<file path="src/rtl/booth_pkg.sv">
// Shared types for the sequential Booth multiplier.
package booth_pkg;

    // Recoding scheme selected at start.
    typedef enum logic {
        MODE_RADIX2 = 1'b0,
        MODE_RADIX4 = 1'b1
    } booth_mode_e;

    // Partial-product selection produced by a recoder.
    typedef struct packed {
        logic zero;   // add nothing
        logic neg;    // subtract instead of add
        logic dbl;    // use twice the multiplicand
    } pp_sel_t;

endpackage

</file>
<file path="src/rtl/booth_pair_dec.sv">
// Radix-2 recoder: maps the pair (Q0, Q-1) to add, subtract or nothing.
// Assumes pair_i[1] is the current multiplier LSB and pair_i[0] the bit
// shifted out on the previous step. Never requests a doubled multiplicand.
module booth_pair_dec
    import booth_pkg::*;
(
    input  logic [1:0] pair_i,
    output pp_sel_t    sel_o
);

    // Decode the bit pair into a partial-product choice.
    always_comb begin
        sel_o = '{zero: 1'b1, neg: 1'b0, dbl: 1'b0};
        unique case (pair_i)
            2'b10:   sel_o = '{zero: 1'b0, neg: 1'b1, dbl: 1'b0};
            2'b01:   sel_o = '{zero: 1'b0, neg: 1'b0, dbl: 1'b0};
            default: sel_o = '{zero: 1'b1, neg: 1'b0, dbl: 1'b0};
        endcase
    end

endmodule

</file>
<file path="src/rtl/booth_triple_dec.sv">
// Radix-4 recoder: maps an overlapping bit triple to a digit in {-2..+2}.
// Assumes trip_i = {Q1, Q0, Q-1} of the current shift position.
module booth_triple_dec
    import booth_pkg::*;
(
    input  logic [2:0] trip_i,
    output pp_sel_t    sel_o
);

    // Decode the triple into a signed digit selection.
    always_comb begin
        sel_o = '{zero: 1'b1, neg: 1'b0, dbl: 1'b0};
        unique case (trip_i)
            3'b001, 3'b010: sel_o = '{zero: 1'b0, neg: 1'b0, dbl: 1'b0};
            3'b011:         sel_o = '{zero: 1'b0, neg: 1'b0, dbl: 1'b1};
            3'b100:         sel_o = '{zero: 1'b0, neg: 1'b1, dbl: 1'b1};
            3'b101, 3'b110: sel_o = '{zero: 1'b0, neg: 1'b1, dbl: 1'b0};
            default:        sel_o = '{zero: 1'b1, neg: 1'b0, dbl: 1'b0};
        endcase
    end

endmodule

</file>
<file path="src/rtl/booth_step_ctrl.sv">
// Iteration controller: accepts a start while idle, counts the steps of
// the chosen scheme and pulses done after the last one.
// Assumes STEPS_R2 >= STEPS_R4 >= 1.
module booth_step_ctrl
    import booth_pkg::*;
#(
    parameter int STEPS_R2 = 5,
    parameter int STEPS_R4 = 3
) (
    input  logic        clk,
    input  logic        rst_n,
    input  logic        start_i,
    input  booth_mode_e mode_i,
    output logic        load_o,
    output logic        step_o,
    output logic        busy_o,
    output logic        done_o
);

    localparam int CNTW = $clog2(STEPS_R2 + 1);

    logic            busy_q;
    logic            done_q;
    logic [CNTW-1:0] left_q;

    assign load_o = start_i && !busy_q;
    assign step_o = busy_q;
    assign busy_o = busy_q;
    assign done_o = done_q;

    // Step counter with busy and done flags.
    always_ff @(posedge clk) begin
        if (!rst_n) begin
            busy_q <= 1'b0;
            done_q <= 1'b0;
            left_q <= '0;
        end else begin
            done_q <= 1'b0;
            if (load_o) begin
                busy_q <= 1'b1;
                left_q <= (mode_i == MODE_RADIX4) ? CNTW'(STEPS_R4) : CNTW'(STEPS_R2);
            end else if (busy_q) begin
                left_q <= left_q - 1'b1;
                if (left_q == CNTW'(1)) begin
                    busy_q <= 1'b0;
                    done_q <= 1'b1;
                end
            end
        end
    end

    p_done_pulse_r8: assert property (@(posedge clk) disable iff (!rst_n)
        done_q |=> !done_q);

    p_done_after_run_r3: assert property (@(posedge clk) disable iff (!rst_n)
        done_q |-> (!busy_q && $past(busy_q)));

    p_count_live_r3: assert property (@(posedge clk) disable iff (!rst_n)
        busy_q |-> (left_q != '0));

    p_no_restart_r2: assert property (@(posedge clk) disable iff (!rst_n)
        (busy_q && left_q != CNTW'(1)) |=> (busy_q && left_q == CNTW'($past(left_q) - 1'b1)));

endmodule

</file>
<file path="src/rtl/booth_seq_mul.sv">
// Sequential signed multiplier with radix-2 and radix-4 Booth recoding.
// Accumulator is two bits wider than the multiplicand so that +/-2M cannot
// wrap; for odd WIDTH the multiplier register gets one sign-extension bit.
// Product bits are a fixed slice of the {acc, mplier} register per scheme.
module booth_seq_mul
    import booth_pkg::*;
#(
    parameter int WIDTH = 5
) (
    input  logic               clk,
    input  logic               rst_n,
    input  logic               start,
    input  logic               mode,
    input  logic [WIDTH-1:0]   mcand,
    input  logic [WIDTH-1:0]   mplier,
    output logic               busy,
    output logic               done,
    output logic [2*WIDTH-1:0] product
);

    localparam int QE       = WIDTH + (WIDTH % 2);
    localparam int AW       = WIDTH + 2;
    localparam int CW       = AW + QE;
    localparam int PW       = 2 * WIDTH;
    localparam int STEPS_R2 = WIDTH;
    localparam int STEPS_R4 = QE / 2;
    localparam int R2_OFF   = QE - WIDTH;

    logic [AW-1:0]     acc_q;
    logic [QE-1:0]     qr_q;
    logic              qm1_q;
    logic [WIDTH-1:0]  mcand_q;
    booth_mode_e       mode_q;
    logic [QE-1:0]     mplier_ext;
    logic              load_w, step_w, busy_w;
    pp_sel_t           sel_pair, sel_trip, sel;
    logic [AW-1:0]     m_ext, mag, addend, acc_sum;
    logic signed [CW-1:0] cat_sum, sh1, sh2;
    logic [CW-1:0]     cat_q;

    // Multiplier extension: pad odd widths to an even count of bits.
    generate
        if (QE > WIDTH) begin : g_pad
            assign mplier_ext = {mplier[WIDTH-1], mplier};
        end else begin : g_nopad
            assign mplier_ext = mplier;
        end
    endgenerate

    booth_step_ctrl #(
        .STEPS_R2 (STEPS_R2),
        .STEPS_R4 (STEPS_R4)
    ) ctrl_i (
        .clk     (clk),
        .rst_n   (rst_n),
        .start_i (start),
        .mode_i  (booth_mode_e'(mode)),
        .load_o  (load_w),
        .step_o  (step_w),
        .busy_o  (busy_w),
        .done_o  (done)
    );

    booth_pair_dec pair_i (
        .pair_i ({qr_q[0], qm1_q}),
        .sel_o  (sel_pair)
    );

    booth_triple_dec trip_i (
        .trip_i ({qr_q[1], qr_q[0], qm1_q}),
        .sel_o  (sel_trip)
    );

    // Form the signed addend from the recoder choice and add it.
    always_comb begin
        sel     = (mode_q == MODE_RADIX4) ? sel_trip : sel_pair;
        m_ext   = {{(AW-WIDTH){mcand_q[WIDTH-1]}}, mcand_q};
        mag     = sel.dbl ? {m_ext[AW-2:0], 1'b0} : m_ext;
        addend  = sel.zero ? '0 : (sel.neg ? (~mag + 1'b1) : mag);
        acc_sum = acc_q + addend;
        cat_sum = {acc_sum, qr_q};
        sh1     = cat_sum >>> 1;
        sh2     = cat_sum >>> 2;
    end

    // Operand capture on accept, then one add-and-shift per step.
    always_ff @(posedge clk) begin
        if (!rst_n) begin
            acc_q   <= '0;
            qr_q    <= '0;
            qm1_q   <= 1'b0;
            mcand_q <= '0;
            mode_q  <= MODE_RADIX2;
        end else if (load_w) begin
            acc_q   <= '0;
            qr_q    <= mplier_ext;
            qm1_q   <= 1'b0;
            mcand_q <= mcand;
            mode_q  <= booth_mode_e'(mode);
        end else if (step_w) begin
            if (mode_q == MODE_RADIX4) begin
                {acc_q, qr_q} <= sh2;
                qm1_q         <= qr_q[1];
            end else begin
                {acc_q, qr_q} <= sh1;
                qm1_q         <= qr_q[0];
            end
        end
    end

    assign cat_q   = {acc_q, qr_q};
    assign busy    = busy_w;
    assign product = (mode_q == MODE_RADIX4) ? cat_q[0 +: PW] : cat_q[R2_OFF +: PW];

    logic signed [CW-1:0] prod_sx;
    assign prod_sx = $signed(product);

    p_frozen_ops_r9: assert property (@(posedge clk) disable iff (!rst_n)
        busy_w |=> ($stable(mcand_q) && $stable(mode_q)));

    p_headroom_r5: assert property (@(posedge clk) disable iff (!rst_n)
        (!busy_w && mode_q == MODE_RADIX4) |-> ($signed(cat_q) == prod_sx));

    p_headroom_r4: assert property (@(posedge clk) disable iff (!rst_n)
        (!busy_w && mode_q == MODE_RADIX2) |-> (($signed(cat_q) >>> R2_OFF) == prod_sx));

endmodule

</file>
<file path="config.mk">
export PLATFORM = sky130hd
export DESIGN_NAME = booth_seq_mul
export DESIGN_NICKNAME = d
export VERILOG_FILES = /design/src/rtl/booth_pkg.sv /design/src/rtl/booth_pair_dec.sv /design/src/rtl/booth_triple_dec.sv /design/src/rtl/booth_step_ctrl.sv /design/src/rtl/booth_seq_mul.sv
export SDC_FILE = /design/constraint.sdc
export NUM_CORES = 1
export LEC_CHECK = 0
export ABC_CLOCK_PERIOD_IN_PS = 4400
export BUFFER_PORTS_ARGS = -buffer_cell sky130_fd_sc_hd__buf_2
export CORE_ASPECT_RATIO = 0.6
export CORE_UTILIZATION = 58
export CTS_BUF_LIST = sky130_fd_sc_hd__clkbuf_16
export DETAILED_ROUTE_END_ITERATION = 12
export PLACE_DENSITY_LB_ADDON = 0.08
export SYNTH_ARGS = -nofsm -noshare
export SYNTH_HDL_FRONTEND = slang
export SYNTH_SLANG_ARGS = --single-unit
</file>
<file path="constraint.sdc">
create_clock -name clk -period 4.4 [get_ports clk]
set_clock_uncertainty 0.1 [all_clocks]
set_input_delay 0 -clock clk [delete_from_list [all_inputs] [get_ports clk]]
set_output_delay 0 -clock clk [all_outputs]
set_load 0.02 [all_outputs]
</file>
# --- Yosys cells after proc, flatten, opt, wreduce, memory -nomap -nowiden ---
# Index checks and enable logic that the tools add are counted.
classes:
  addsub: 3
  mul: 0
  div: 0
  order_cmp: 0
  eq_ne: 9
  n_shift: 0
  muxes: 19
  n_bitwise: 3
  n_reduce_logical: 7
op_table:
  columns: ["cell", "n"]
  rows:
  - ["$mux W6", 3]
  - ["$mux W7", 2]
  - ["$mux W3", 4]
  - ["$pmux W3 S4", 1]
  - ["$mux W10", 1]
  - ["$mux W5", 2]
  - ["$eq A3 B3 Y1 const B", 3]
  - ["$add A7 B1 Y7 const B", 1]
  - ["$add A7 B7 Y7", 1]
  - ["$not A7 Y7", 1]
  - ["$eq A3 B1 Y1 const B", 2]
  - ["$eq A3 B2 Y1 const B", 2]
  - ["$pmux W3 S2", 1]
  - ["$reduce_or A2 Y1", 3]
  - ["$mux W1", 5]
  - ["$reduce_or A3 Y1", 1]
  - ["$sub A3 B1 Y3 const B", 1]
  - ["$eq A2 B1 Y1 const B", 1]
  - ["$eq A2 B2 Y1 const B", 1]
  - ["$not A1 Y1", 2]
  - ["$reduce_bool A2 Y1", 1]
  - ["$logic_and A1 B1 Y1", 1]
  - ["$logic_not A1 Y1", 1]
word_totals:
  regBits: 24
  latchBits: 0
  ram_bits: 0
  mem_bits_ro: 0
  in_bits: 14
  output_inout_bits: 12
  n_memories: 0

# --- Longest topological paths before layout ---
# Gate-level depths: netlist of run 1.
logic_depth:
  depth_word: 13
  depth_mapped: 16
  depth_no_buf: 16

# --- By module ---
# A second synthesis of run 1 with hierarchy kept.
hier_totals:
  hier_cells: 240
  area_unflattened_um2: 1993.2
modules_own_cells:
  columns: ["mod", "n_inst", "cells_each", "area_per_inst_um2", "seq_area_each_um2"]
  rows:
  - ["booth_seq_mul", 1, 202, 1660.3, 380.4]
  - ["booth_step_ctrl", 1, 27, 267.8, 100.1]
  - ["booth_triple_dec", 1, 7, 37.5, 0.0]
  - ["booth_pair_dec", 1, 4, 27.5, 0.0]

# --- Worst setup path before layout of run 1 ---
# OpenSTA, ideal clock, no wires.
synth_timing:
  path_kind: "flip-flop to flip-flop"
  startpoint: "register qm1_q"
  endpoint: "register acc_q[4]"
  arrival_ps: 3109
  t_required_ps: 4167
  slack_ps: 1058
  stages_incl_launch_ff: 15
  path_buffers: 0
  cell_sequence: "dfxtp_1 -> inv_1 -> ha_1 -> mux2_2 -> nand2_4 -> mux2i_1 -> ha_1 -> nor2_1 -> a211o_1 -> fa_1 -> nand2b_1 -> a2111oi_0 -> a211oi_1 -> xnor2_1 -> o221ai_1"
synth_via:
  elab_chain_len: 11
  word_cells_on_any_way: 20
synth_lines:
  columns: ["item", "line_no", "source"]
  rows:
  - ["start, declared", "booth_seq_mul.sv:31", "logic qm1_q;"]
  - ["start signal, assigned", "booth_seq_mul.sv:103", "qm1_q <= qr_q[1];"]
  - ["start signal, assigned", "booth_seq_mul.sv:106", "qm1_q <= qr_q[0];"]
  - ["$eq A3 B3 Y1, or another cell as far along", "booth_triple_dec.sv:13", "unique case (trip_i)"]
  - ["$reduce_or A2 Y1", "booth_triple_dec.sv:13", null]
  - ["$pmux W3 S4", "booth_triple_dec.sv:13", null]
  - ["$mux W3 *", "booth_seq_mul.sv:76", "sel = (mode_q == MODE_RADIX4) ? sel_trip : sel_pair;"]
  - ["$mux W5", "booth_seq_mul.sv:78", "mag = sel.dbl ? {m_ext[AW-2:0], 1'b0} : m_ext;"]
  - ["$not A7 Y7", "booth_seq_mul.sv:79", "addend = sel.zero ? '0 : (sel.neg ? (~mag + 1'b1) : mag);"]
  - ["$add A7 B1 Y7", "booth_seq_mul.sv:79", null]
  - ["$mux W7", "booth_seq_mul.sv:79", null]
  - ["$mux W7 *", "booth_seq_mul.sv:79", null]
  - ["$add A7 B7 Y7 *", "booth_seq_mul.sv:80", "acc_sum = acc_q + addend;"]
  - ["$mux W5 *", "booth_seq_mul.sv:101", "if (mode_q == MODE_RADIX4) begin"]
  - ["end signal, assigned", "booth_seq_mul.sv:89", "acc_q <= '0;"]
  - ["end signal, assigned", "booth_seq_mul.sv:102", "{acc_q, qr_q} <= sh2;"]
  - ["end signal, assigned", "booth_seq_mul.sv:105", "{acc_q, qr_q} <= sh1;"]
  - ["end, declared", "booth_seq_mul.sv:29", "logic [AW-1:0] acc_q;"]
# Mark *: on every way between the ends. The rest lies on a longest branch, timed or not.
# A chain may end at the register's enable or synchronous reset.

# --- Final worst setup path of run 1 ---
# Ends and elaborated chain as after synthesis.

==> summary.md, run 1 <==
| Metric | Value |
|---|---|
| Port Buffer Count | 25 |
| Worst min path class | in2reg |
| Post-synth EDFFs | 0 |
| Die Area | 3582 sq um |
| Power Density | 312.4 nW/um^2 |
| Slew Limit Fails | 0 |
| Startpoint Class | flop |
| DR vias/cell | 5.796 |
| Clock share of power | 36.9% |
| Inserted Diodes | 0 |
| CTS buffer count | 3 |
| Cell Area, Synth | just under 2000 sq um |
| H-tree lvl count | 1 |
| Buf/Inv on CP | 1 |
| Internal power | 499.9 uW |
| CTS sink count | 24 |
| Area growth syn-to-layout | 17.51% |
| Final instance area | approximately 2300 sq um |
| Worst path cell trace | inv_1 > ha_1 > mux2_2 > nand2_4 > mux2i_1 > ha_1 > nor2_1 > a211o_1 > fa_1 > nand2b_1 > a2111oi_0 > a211oi_1 > xnor2_1 > o221ai_1 |
| Endpoint type of the worst setup path | flop |
| Setup WS pre-CTS | roughly 0.77 ns |
| IO Pins | 26 |
| Clock-pin slew on the worst setup and hold paths | 0.07 ns |
| Fin worst setup slack | just over 0.7 ns |
| Die X | 76.61 microns |
| Sequential power share | 35.4% |
| Iteration-0 DRC Markers | 136 |
| Switching share of power | 29.68% |
| Family with the most delay on the worst path | compound AO/OA/AOI/OAI gates |
| Most used cell, CP | ha_1 |
| Synth top area cells | dfxtp_1 25%, ha_1 8.4%, nand2_1 7.8% |
| Crit Path Class | reg2reg |
| Lkg Pwr | between 0.001 and 0.0015 uW |
| Max-slew headroom | 65.24% |
| WL final | between 4000 and 5000 microns |
| GPL Wtd Cong | 0.9263 |
| Layout Nets | 305 |
| Fin crit share | 83.72% |
| DR pass1 iterations | 4 |
| Cell Rows | 15 |
| Fmax | 0.2715 GHz |
| Crit-path slowest cell | fa_1 |
| Flop-to-flop setup slack | 0.72 ns |
| Final hold slack | about 0.0073 ns |
| Worst Path Required | 4.43 ns |
| Initial Utilization | 64.10% |
| Slew @ Worst Pin | 0.5068 ns |
| Gate Count Post-Synth | 248 |
| Status | complete, no violations |
| Unrepaired setup endpoints after global routing | no |
| Root Driver | clkbuf_16 |
| Total number of yosys warnings | 0 |
| P_sw | 211.0 uW |
| Synth top area share | 24.81% |
| Global-route total usage across every layer | 27.12% |
| Global-route wire length before repair | between 7000 and 8000 microns |
| DRC | 0 |
| Post-synth top area cell | dfxtp_1 |
| Area post-placement | about 2100 sq um |
| Syn_nets | around 280 |
| Chip height | 46.76 microns |
| Seq/Total Area, Yosys | 24.81% |
| HPWL after DPL | approximately 3200 microns |
| Primary FF master, synth | dfxtp_1 |
| Filler Cells Inserted | 229 |
| Synth Register Bits | 24 |
| CTS tree | done |
| Vias | 1843 |
| Maximum VDD drop | roughly 240 uV |
| Minimum clock period after layout | 3.683 ns |
| Max Cap Viol | 0 |
| Syn avg cell area | 7.810 sq um |
| FFs w/ async S/R, synth | 0% |
| Worst Path Max Fanout | 8 |
| Clock Path Buffers | 2 |
| Drt wl/cell | between 10 and 15 microns |
| Initial antenna violation count | 0 |
| CORE AREA | 3022 sq um |
| GRT Residual Overflow | 0 |
| Share of cells above drive strength 1 | 16.67% |
| Number of global-route vias before repair | 1525 |
| Clk Latency, worst-skew pair | about 0.26 ns |
| CP peak stage delay | approximately 0.46 ns |
| Netlist cell types | 52 |
| Combinational fraction of design power | ~28% |
| Final setup fails | 0 |
| Largest net degree at the start of global routing | 40 |
| Fin. Hold Viols | 0 |
| Final ANT Viol Nets | 0 |
| Worst Path Arrival | 3.72 ns |
| Setup TNS | 0 ns |
[synthesized netlist by cell type, types with 3 or more instances]
library cell   n
dfxtp_1       24
ha_1          13
a211oi_1       4
mux2i_1        6
o211a_1        8
buf_1          4
o21ai_0       16
mux2_2         7
inv_1         15
a21o_1         3
nand3_1        9
xnor2_1        4
a21boi_0       8
a21oi_1        6
nor2b_1        3
nor2_1        19
clkbuf_1       8
nor3_1         5
o211ai_1       3
and3_1         4
nand2_1       40
nand2b_1       3
a31oi_1        3
[metrics by stage]
stage / utilization [%] / cells / power, uW
floorplan: - / 248 / 399.6
global placement: 68.86 / 305 / 441.0
detailed placement: 68.86 / 305 / 443.2
CTS: 75.32 / 318 / 716.1
global route: 75.32 / 318 / 746.1
finish: 75.32 / 318 / 710.9
[power by group through the flow]
| stage | registers, uW | clock network, uW | logic, uW |
|---|---|---|---|
| after floorplan | 251 | 0 | 149 |
| after detailed placement | 256 | 0 | 187 |
| after CTS | 251 | 269 | 196 |
| after global routing | 254 | 273 | 219 |
| final | 252 | 262 | 197 |
| after global placement | 255 | 0 | 186 |
[final cells by class]
class                      count  area, sq um  share of cell area (%)
tap                           42        52.55                   2.309
clock buffer                   3        75.07                   3.299
timing repair buffer          37        237.7                   10.45
multi-input combinational    196         1344                   59.04
clock inverter                 1        30.03                   1.319
inverter                      15        56.30                   2.474
sequential                    24        480.5                   21.11
[registers in the layout, indices dropped and copies added (netlist names)]
register,cells
acc_q,6
ctrl_i.busy_o,1
ctrl_i.done_o,1
ctrl_i.left_q,3
mcand_q,5
mode_q,1
qm1_q,1
qr_q,6
[cells by family (layout without fill, tap and decap cells)]
logic type               Yosys count  count (layout)  share of synthesized area [%]
AND/OR/NAND/NOR                   95              95                          23.64
AO/OA/AOI/OAI                     67              67                          25.65
buffers and inverters             28              56                          5.814
flip-flops                        24              24                          24.81
adder cells (fa/ha/maj)           14              14                          9.432
multiplexers                      14              14                          7.946
XOR/XNOR                           6               6                          2.713
[final timing paths]
| check | startpoint | to | cells after the start |
|---|---|---|---|
| worst max-delay path | qm1_q | acc_q[4] | 14 |
| worst min-delay path | mplier[3] | qr_q[3] | 3 |
| worst max register to register | qm1_q | acc_q[4] | 14 |
| worst min register to register | acc_q[1] | acc_q[1] | 2 |
[routing by layer]
metal  global-route usage (%)  vias to the layer above  share of wire, %
met4                    2.692                        0              0.27
met3                    6.602                        2               7.5
li1                         -                      943                 -
met1                    41.41                      833                51
met5                        0                        -                 0
met2                    39.64                       65                41
[layout by cell type (no fill, tap or decap), types with 3 or more instances in the layout]
master and n:
nand2_1 40, buf_2 25, dfxtp_1 24, nor2_1 19
o21ai_0 16, inv_1 15, ha_1 13, nand3_1 9
dlygate4sd3_1 9, o211a_1 8, a21boi_0 8, mux2_2 7
mux2i_1 6, a21oi_1 6, nor3_1 5, and3_1 4
xnor2_1 4, a211oi_1 4, a31oi_1 3, o211ai_1 3
nor2b_1 3, nand2b_1 3, a21o_1 3, clkbuf_16 3
buf_4 3
[worst min-delay path, delay by kind of cell]
kind	cells	cell delay [ns]
mux	1	0.14
buf+inv	1	0.08
compound gates	1	0.12
[what timing repair did]
action                    4_1_cts  5_1_grt
hold endpoints to repair        9        0
gates resized for setup         0        0
buffers inserted                0        0
hold buffers                    9        0
Power figures use the tool's default switching activity.
==> run 2, diff against run 1 <==
Settings changed: ABC_CLOCK_PERIOD_IN_PS 4400 to 3620.
Clock period 4.4 ns to 3.62 ns, I/O delays scaled along.
==> run 2 against run 1 <==
Effect of this change:
- the run now ends with hold timing left
- combinational power grew 36%
- sequential share of layout area shrank 0.86 points
- design area grew 4.8%
- worst hold slack lost 0.0080 ns
- sequential power grew 22%
- critical endpoint is now acc_q[5]
==> summary.md, run 2 (same netlist as run 1, synthesis figures left out) <==
| Metric | Value |
|---|---|
| Sequential power share | 34.2% |
| H-tree lvl count | 1 |
| P_sw | ~280 uW |
| Layout Nets | between 300 and 400 |
| Multi-input gate area | 1413 sq um |
| Startpoint Class | flop |
| Worst Path Required | between 3 and 4 ns |
| Lkg Pwr | 0.001097 uW |
| GPL Wtd Cong | 0.9558 |
| Final ANT Viol Nets | 0 |
| Slew @ Worst Pin | approximately 0.6 ns |
| Clk Latency, worst-skew pair | 0.26 ns |
| Buf/Inv on CP | 2 |
| Maximum VDD drop | 310.6 uV |
| Worst Path Max Fanout | 8 |
| Final setup fails | 0 |
| Initial antenna violation count | 0 |
| Minimum clock period after layout | 3.553 ns |
| Most used cell, CP | a211oi_2 |
| Fin. Hold Viols | 1 |
| Filler Cells Inserted | approximately 210 |
| Port Buffer Count | 25 |
| Worst r2r src | qm1_q |
| Iteration-0 DRC Markers | 127 |
| Setup TNS | 0 ns |
| Most common cell after layout, fill and taps aside | nand2_1 |
| IO Pins | 26 |
| HPWL after DPL | 3305 microns |
| Status | complete, but fails checks |
| CORE AREA | approximately 3000 sq um |
| Switching share of power | between 30% and 40% |
| Global-route total usage across every layer | 27.75% |
| Slew Limit Fails | 0 |
| Family with the most delay on the worst path | compound AO/OA/AOI/OAI gates |
| Failing checks | hold timing |
| Root Driver | clkbuf_16 |
| Internal power | 620.0 uW |
| Global-route wire length before repair | 7603 microns |
| CP peak stage delay | 0.36 ns |
| Power Density | about 380 nW/um^2 |
| Final instance area | 2385 sq um |
| CTS tree | done |
| Hold Crit Depth | 4 |
| Vias | 1948 |
| Number of global-route vias before repair | around 1600 |
| Clock-pin slew on the worst setup and hold paths | about 0.070 ns |
| Register area | 483.0 sq um |
| Worst r2r path cells | 17 |
| Worst Path Arrival | between 3 and 4 ns |
| Combinational fraction of design power | 29.7% |
| Drt wl/cell | 16.10 microns |
| DR pass1 iterations | 4 |
| Most frequent cells in the layout | 40 x nand2_1, 25 x buf_2, 22 x dfxtp_1, 19 x nor2_1 |
| Worst Hold Launch | mplier[4] |
| Die X | between 70 and 80 microns |
| Max-slew headroom | 60.11% |
| Endpoint type of the worst setup path | flop |
| GRT Residual Overflow | 0 |
| Die Area | 3582 sq um |
| DR vias/cell | 6.031 |
| Setup crit start | qm1_q |
| Chip height | between 40 and 50 microns |
| DRC | 0 |
| CTS buffer count | 3 |
| Share of cells above drive strength 1 | 21.71% |
| Final hold slack | -0.0006584 ns |
| CTS sink count | 24 |
| Area post-placement | 2096 sq um |
| Biggest regs | acc_q: 6 flops, qr_q: 6 flops, mcand_q: 5 flops |
| Initial Utilization | 64.10% |
| Area growth syn-to-layout | 23.13% |
| Cell Rows | 15 |
| Worst min path class | in2reg |
| Clock share of power | 36.1% |
| Largest net degree at the start of global routing | 40 |
| Inserted Diodes | 0 |
| WL final | between 5000 and 6000 microns |
| Max Cap Viol | 0 |
| Crit-path slowest cell | a2111oi_4 |
| Fin crit share | 98.14% |
| Clock Path Buffers | 2 |
| Worst path cell trace | inv_1 > ha_1 > mux2_4 > nand2_8 > mux2i_2 > ha_2 > o21a_1 > a31oi_1 > o21ai_1 > nand2_1 > ha_4 > o21ai_2 > a2111oi_4 > a211oi_2 > xnor2_1 > buf_4 > a211oi_2 |
| Fmax | 0.2815 GHz |
| Crit Path Class | reg2reg |
| Critical Path Stages | 17 |
[run 2: final cells by class]
type,count,area share [%]
Clock buffer,3,3.148
Clock inverter,1,1.259
Inverter,15,2.361
Multi-Input combinational cell,196,59.23
Sequential cell,24,20.25
Tap cell,42,2.204
Timing Repair Buffer,42,11.54
[run 2: path summary, 6_finish.rpt]
path	endpoint	slack [ns]
setup / recovery	acc_q[5]	0.07
hold / removal	qr_q[4]	-0.0007
setup reg to reg	acc_q[5]	0.07
hold reg to reg	qm1_q	0.41
[run 2: worst register-to-register path: stages, from the launching register on]
cell and delay, ns:
dfxtp_2 0.35, inv_1 0.06, ha_1 0.22, mux2_4 0.32, nand2_8 0.11, mux2i_2 0.26
ha_2 0.25, o21a_1 0.13, a31oi_1 0.11, o21ai_1 0.12, nand2_1 0.12, ha_4 0.32
o21ai_2 0.09, a2111oi_4 0.36, a211oi_2 0.09, xnor2_1 0.15, buf_4 0.14, a211oi_2 0.18
[run 2: power groups by stage]
stage	registers (uW)	logic, uW	clock network [uW]
floorplan	305	181	0
global placement	309	229	0
detailed placement	310	232	0
CTS	305	244	321
global route	309	290	333
finish	307	267	325
[run 2: timing repair]
item,in CTS,in global routing
hold endpoints to repair,9,0
gates cloned,0,0
hold buffers,9,0
pin swaps,1,3
setup buffers,0,3
setup endpoints to repair,2,4
gates resized for setup,4,11
[run 2: metrics by stage]
step | utilization (%) | hold WS (ns) | power, uW | setup slack [ns] | instances
after floorplan | - | 0.04494 | 485.7 | 0.2780 | 248
after global placement | 69.36 | 0.1511 | 538.8 | 0.09698 | 307
after detailed placement | 69.36 | 0.1577 | 542.3 | -0.05178 | 307
after CTS | 76.19 | 0.0003267 | 869.4 | 0.006665 | 320
after global routing | 78.92 | 0.02449 | 932.7 | -0.1062 | 323
final | 78.92 | -0.0006584 | 898.8 | 0.06733 | 323
[run 2: per-layer routing]
metal	wire (microns)	track usage, %	vias to the layer above
met5	0	0	-
met4	53	3.846	0
met3	412	4.854	8
met2	2329	47.39	82
met1	2404	38.77	909
li1	-	-	949
